`src/rtl/bm_pkg.sv`:
```
package bm_pkg;
  localparam int BM_IN_W    = 3;
  localparam int BM_OUT_W   = 2;
  localparam int BM_STATES  = 5;
  localparam int BM_ARCS    = 2;
  localparam int BM_STATE_W = $clog2(BM_STATES);

  typedef struct packed {
    logic                  valid;
    logic [BM_IN_W-1:0]    mask;
    logic [BM_IN_W-1:0]    dir;
    logic [BM_OUT_W-1:0]   toggle;
    logic [BM_STATE_W-1:0] next;
  } arc_t;

  typedef arc_t [BM_STATES*BM_ARCS-1:0] arc_table_t;

  typedef struct packed {
    logic                  fire;
    logic                  errSet;
    logic [BM_OUT_W-1:0]   toggle;
    logic [BM_STATE_W-1:0] nextState;
  } strobe_t;

  function automatic arc_t mkArc(input logic [BM_IN_W-1:0] mask,
                                 input logic [BM_IN_W-1:0] dir,
                                 input logic [BM_OUT_W-1:0] toggle,
                                 input int unsigned next);
    arc_t a;
    a.valid  = 1'b1;
    a.mask   = mask;
    a.dir    = dir;
    a.toggle = toggle;
    a.next   = BM_STATE_W'(next);
    return a;
  endfunction

  // Input bits: 0=A 1=B 2=C. Output bits: 0=Y 1=Z.
  function automatic arc_table_t defaultTable();
    arc_table_t t;
    t = '0;
    t[0*BM_ARCS+0] = mkArc(3'b101, 3'b101, 2'b10, 1); // A+ C+ / Z-
    t[0*BM_ARCS+1] = mkArc(3'b011, 3'b011, 2'b11, 2); // A+ B+ / Y+ Z-
    t[1*BM_ARCS+0] = mkArc(3'b100, 3'b000, 2'b10, 3); // C- / Z+
    t[2*BM_ARCS+0] = mkArc(3'b110, 3'b100, 2'b10, 4); // B- C+ / Z+
    t[3*BM_ARCS+0] = mkArc(3'b001, 3'b000, 2'b00, 0); // A- / none
    t[4*BM_ARCS+0] = mkArc(3'b101, 3'b000, 2'b01, 0); // A- C- / Y-
    return t;
  endfunction
endpackage

```
`src/rtl/bm_arc_match.sv`:
```
module bm_arc_match
  import bm_pkg::*;
(
  input  arc_t               arc,
  input  logic [BM_IN_W-1:0] inSmp,
  input  logic [BM_IN_W-1:0] entryVal,
  output logic               complete,
  output logic [BM_IN_W-1:0] claimed
);
  logic [BM_IN_W-1:0] moved;

  always_comb begin
    moved    = inSmp ^ entryVal;
    claimed  = arc.valid ? arc.mask : '0;
    complete = arc.valid && (arc.mask != '0) &&
               ((moved & arc.mask) == arc.mask) &&
               ((inSmp & arc.mask) == (arc.dir & arc.mask));
  end
endmodule

```
`src/rtl/bm_control.sv`:
```
module bm_control
  import bm_pkg::*;
#(
  parameter int         NUM_STATES     = BM_STATES,
  parameter int         ARCS_PER_STATE = BM_ARCS,
  parameter arc_table_t ARC_TABLE      = defaultTable()
) (
  input  logic                  clk,
  input  logic                  rstN,
  input  logic [BM_STATE_W-1:0] state,
  input  logic [BM_IN_W-1:0]    inSmp,
  input  logic [BM_IN_W-1:0]    entryVal,
  output strobe_t               strobe
);
  arc_t               curArc   [ARCS_PER_STATE];
  logic               complete [ARCS_PER_STATE];
  logic [BM_IN_W-1:0] claimed  [ARCS_PER_STATE];

  for (genvar k = 0; k < ARCS_PER_STATE; k++) begin : g_arc
    always_comb begin
      if (int'(state) < NUM_STATES)
        curArc[k] = ARC_TABLE[int'(state)*ARCS_PER_STATE + k];
      else
        curArc[k] = '0;
    end

    bm_arc_match u_match (
      .arc      (curArc[k]),
      .inSmp    (inSmp),
      .entryVal (entryVal),
      .complete (complete[k]),
      .claimed  (claimed[k])
    );
  end

  logic [BM_IN_W-1:0] claimedAll;
  logic               found;

  always_comb begin
    strobe     = '0;
    claimedAll = '0;
    found      = 1'b0;
    for (int k = 0; k < ARCS_PER_STATE; k++) begin
      claimedAll = claimedAll | claimed[k];
      if (complete[k] && !found) begin
        found            = 1'b1;
        strobe.fire      = 1'b1;
        strobe.toggle    = curArc[k].toggle;
        strobe.nextState = curArc[k].next;
      end
    end
    strobe.errSet = |((inSmp ^ entryVal) & ~claimedAll);
  end


  fire_needs_edge_chk: assert property (@(posedge clk) disable iff (!rstN)
    strobe.fire |-> (inSmp != entryVal));


  err_needs_edge_chk: assert property (@(posedge clk) disable iff (!rstN)
    strobe.errSet |-> (inSmp != entryVal));


  next_in_range_chk: assert property (@(posedge clk) disable iff (!rstN)
    strobe.fire |-> (int'(strobe.nextState) < NUM_STATES));
endmodule

```
`src/rtl/bm_datapath.sv`:
```
module bm_datapath
  import bm_pkg::*;
#(
  parameter logic [BM_IN_W-1:0]  INIT_IN  = '0,
  parameter logic [BM_OUT_W-1:0] INIT_OUT = 2'b10
) (
  input  logic                  clk,
  input  logic                  rstN,
  input  logic [BM_IN_W-1:0]    burstIn,
  input  strobe_t               strobe,
  output logic [BM_STATE_W-1:0] state,
  output logic [BM_IN_W-1:0]    inSmp,
  output logic [BM_IN_W-1:0]    entryVal,
  output logic [BM_OUT_W-1:0]   outReg,
  output logic                  errReg
);
  always_ff @(posedge clk) begin
    if (!rstN) begin
      inSmp    <= INIT_IN;
      entryVal <= INIT_IN;
      state    <= '0;
      outReg   <= INIT_OUT;
      errReg   <= 1'b0;
    end else begin
      inSmp <= burstIn;
      if (strobe.fire) begin
        state    <= strobe.nextState;
        outReg   <= outReg ^ strobe.toggle;
        entryVal <= inSmp;
      end
      if (strobe.errSet) errReg <= 1'b1;
    end
  end


  out_hold_chk: assert property (@(posedge clk) disable iff (!rstN)
    !strobe.fire |=> $stable(outReg));


  err_sticky_chk: assert property (@(posedge clk) disable iff (!rstN)
    errReg |=> errReg);


  entry_hold_chk: assert property (@(posedge clk) disable iff (!rstN)
    !strobe.fire |=> $stable(entryVal));
endmodule

```
`src/rtl/bm_controller.sv`:
```
module bm_controller
  import bm_pkg::*;
#(
  parameter int                  NUM_STATES     = BM_STATES,
  parameter int                  ARCS_PER_STATE = BM_ARCS,
  parameter arc_table_t          ARC_TABLE      = defaultTable(),
  parameter logic [BM_IN_W-1:0]  INIT_IN        = 3'b000,
  parameter logic [BM_OUT_W-1:0] INIT_OUT       = 2'b10
) (
  input  logic                clk,
  input  logic                rstN,
  input  logic [BM_IN_W-1:0]  burstIn,
  output logic [BM_OUT_W-1:0] burstOut,
  output logic                errFlag
);
  strobe_t               strobe;
  logic [BM_STATE_W-1:0] state;
  logic [BM_IN_W-1:0]    inSmp;
  logic [BM_IN_W-1:0]    entryVal;

  bm_control #(
    .NUM_STATES     (NUM_STATES),
    .ARCS_PER_STATE (ARCS_PER_STATE),
    .ARC_TABLE      (ARC_TABLE)
  ) u_ctrl (
    .clk      (clk),
    .rstN     (rstN),
    .state    (state),
    .inSmp    (inSmp),
    .entryVal (entryVal),
    .strobe   (strobe)
  );

  bm_datapath #(
    .INIT_IN  (INIT_IN),
    .INIT_OUT (INIT_OUT)
  ) u_dp (
    .clk      (clk),
    .rstN     (rstN),
    .burstIn  (burstIn),
    .strobe   (strobe),
    .state    (state),
    .inSmp    (inSmp),
    .entryVal (entryVal),
    .outReg   (burstOut),
    .errReg   (errFlag)
  );
endmodule

```
`config.mk`:
```
export PLATFORM = sky130hd
export DESIGN_NAME = bm_controller
export DESIGN_NICKNAME = d
export VERILOG_FILES = /design/src/rtl/bm_pkg.sv /design/src/rtl/bm_arc_match.sv /design/src/rtl/bm_control.sv /design/src/rtl/bm_datapath.sv /design/src/rtl/bm_controller.sv
export SDC_FILE = /design/constraint.sdc
export NUM_CORES = 1
export LEC_CHECK = 0
export CAP_MARGIN = 20
export CORE_MARGIN = 8
export CORE_UTILIZATION = 29
export DETAILED_ROUTE_END_ITERATION = 7
export GPL_ROUTABILITY_DRIVEN = 0
export PLACE_DENSITY = 0.48
export SETUP_SLACK_MARGIN = 0.3
export SYNTH_ARGS = -nofsm -noshare
export SYNTH_HDL_FRONTEND = slang
export SYNTH_SLANG_ARGS = --single-unit
```
`constraint.sdc`:
```
create_clock -name clk -period 3 [get_ports clk]
set_clock_uncertainty 0.15 [all_clocks]
set_input_delay 0.3 -clock clk [delete_from_list [all_inputs] [get_ports clk]]
set_output_delay 0.3 -clock clk [all_outputs]
set_load 0.1 [all_outputs]
```
==> run metrics <==
status completed; Max Cap Viol 0; top post-synthesis cells by area dfxtp_1, mux2i_1, nand2_1; Layout fillers 357; n_diodes 0; ANT nets after route 0; final hold violation count 0; nets@finish 121; CP Cell Sequence or3b_1 > and3_4 > nor4_1 > a31oi_1 > buf_4 > and2_1 > ha_1 > nand2_1; clock sinks 21; die width 74.0 um; sw frac 35.8%; WL final 1940 um; First-pass DRT Iterations 4; hpwl dp 1450 um; vias per inst 4.73; Clk pin slew, worst setup/hold paths 120 ps; CTS tree yes; DIE AREA 0.00547 mm^2; Crit. End Element flip-flop; Yosys cell types 37; number of H-tree levels 1; Leak 0.000439 uW; initial antenna violation count 0; Seq/Total Area, Yosys 43.1%; critical path buffer and inverter count 1; fraction of layout cells with a size suffix above 1 12.3%; most common cell in the netlist dfxtp_1; Worst Hold Class flip-flop to flip-flop; Cell Rows 21; crit-path max cell delay 410 ps; IO Pins 8; first-pass GRT wire length 3200 um; vias in the first global route 711; Tmin final 2230 ps; Internal Power 479 uW; DR DRC count 0; Placed Instances 156; RSZ-0062 raised after global routing false; worst-skew pair later-pin latency 300 ps; total core area 0.00328 mm^2; Startpoint Class flip-flop; final setup fails 0; Pwr Density 670 mW/mm^2; DRT iter0 DRCs 21; ys async rst share 0%; synthesized instance count 105; starting density of the core 29.7%; Synth Flop Type dfxtp_1; Num CTS Buffers 3; cell taking the most area after synthesis dfxtp_1; Mapped Nets 111; sequential power share 48.1%; Mapped Area 975 um^2; Resize count post-CTS 0; largest net degree at the start of global routing 16; Switch Pwr 267 uW; Final Max Slew Viols 0; Final period util 74.4%; critical path's top delay family simple AND/OR/NAND/NOR gates; DIE HEIGHT 74.0 um; Layout Cells excl Fill 160; Logic pwr share 33.3%; routed vias 756; grt ovf 0; Clock Path Buffers 2; syn_area_per_cell 9.28 um^2; worst slew pin tran 527 ps; Syn-to-layout area delta 14.2%; total track usage 7.72%; clock root cell clkbuf_4; Seq cells post-synth 21; clock power share 18.6%; slowest cell on the critical path or3b_1; critical path type flip-flop to flip-flop; Synth top area share 43.1%; Hold-fix buffers, CTS 0; PortBufs 7; highest net fanout along the worst path 6; synth warn 0; wire per inst 12.1 um; Worst EP arrival 2280 ps; Commonest cells post-synth dfxtp_1, nand2_1, mux2i_1; Max IR drop VDD 270 uV; Post-CTS Setup Inserts 0; fmax 448 MHz; Slew HR 64.5%; Post-synth EDFFs 0; CP Data Required Time 3040 ps; Final Total Pwr 746 uW; Sum Neg Setup Slack 0 ps
## layer usage
metal  vias up  GRT usage [%]  part of all wire, %
met1       347           9.45                   49
met3         5           1.75                  3.8
met2        16           11.7                   46
li1        388              -                    -
met4         0           5.32                  2.0
met5         -              0                    0
## cell usage in the layout (no fill, tap or decap), types with 2 or more instances in the layout
master,count
buf_4,5
dfxtp_1,21
o21ai_0,3
a21oi_1,5
nor4_1,2
and2_1,5
nand3_1,2
nand3b_1,2
clkdlybuf4s50_1,4
mux2i_2,2
clkbuf_4,3
nand2_1,14
a31oi_1,3
mux2i_1,7
inv_1,3
nor2_1,4
xnor2_1,2
nand2b_1,6
## stage by stage
stage          hold slack [ps]  util (%)  instance area, um^2  worst slack (ps)
6_report                   335      33.9                 1110               767
5_1_grt                    370      33.9                 1110               653
4_1_cts                    338      33.9                 1110               754
3_5_place_dp               319      33.1                 1090               801
3_3_place_gp               306      33.1                 1090               794
2_1_floorplan              277         -                  975               825
## layout make-up
type | instances | area (um^2) | area share (%)
clock buffer | 4 | 26.3 | 2.36
multi-input combinational | 77 | 520 | 46.7
sequential | 21 | 420 | 37.8
tap | 46 | 57.6 | 5.17
timing repair buffer | 9 | 77.6 | 6.97
inverter | 3 | 11.3 | 1.01
## path summary, 6_finish.rpt
path | startpoint | end | slack (ps) | cells past startpoint
worst max register to register | u_dp.entryVal[0]$_SDFFE_PN0N_ | flip-flop | 770 | 8
worst min register to register | u_dp.inSmp[1]$_SDFF_PN0_ | u_dp.entryVal[1]$_SDFFE_PN0N_ | 330 | 2
worst max-delay path | u_dp.entryVal[0]$_SDFFE_PN0N_ | flip-flop | 770 | 8
worst min-delay path | u_dp.inSmp[1]$_SDFF_PN0_ | u_dp.entryVal[1]$_SDFFE_PN0N_ | 330 | 2
## worst register-to-register path, cell delays in order, from the launching register on
cell	delay, ps
dfxtp_1	400
or3b_1	410
and3_4	210
nor4_1	260
a31oi_1	70
buf_4	160
and2_1	150
ha_1	270
nand2_1	40
## power by group through the flow
stage          clock (uW)  combinational, uW  sequential (uW)
6_report              138                248              359
5_1_grt               158                271              366
3_3_place_gp            0                247              366
2_1_floorplan           0                158              397
3_5_place_dp            0                249              365
4_1_cts               147                251              360
## logic make-up after synthesis
logic type	Yosys count	share of synthesized area [%]
simple gates	47	28.1
flops	21	43.1
compound gates	17	11.0
mux	10	11.2
buf+inv	7	3.47
xor+xnor	2	1.80
fa+ha+maj	1	1.28
Power figures use the tool's default switching activity.
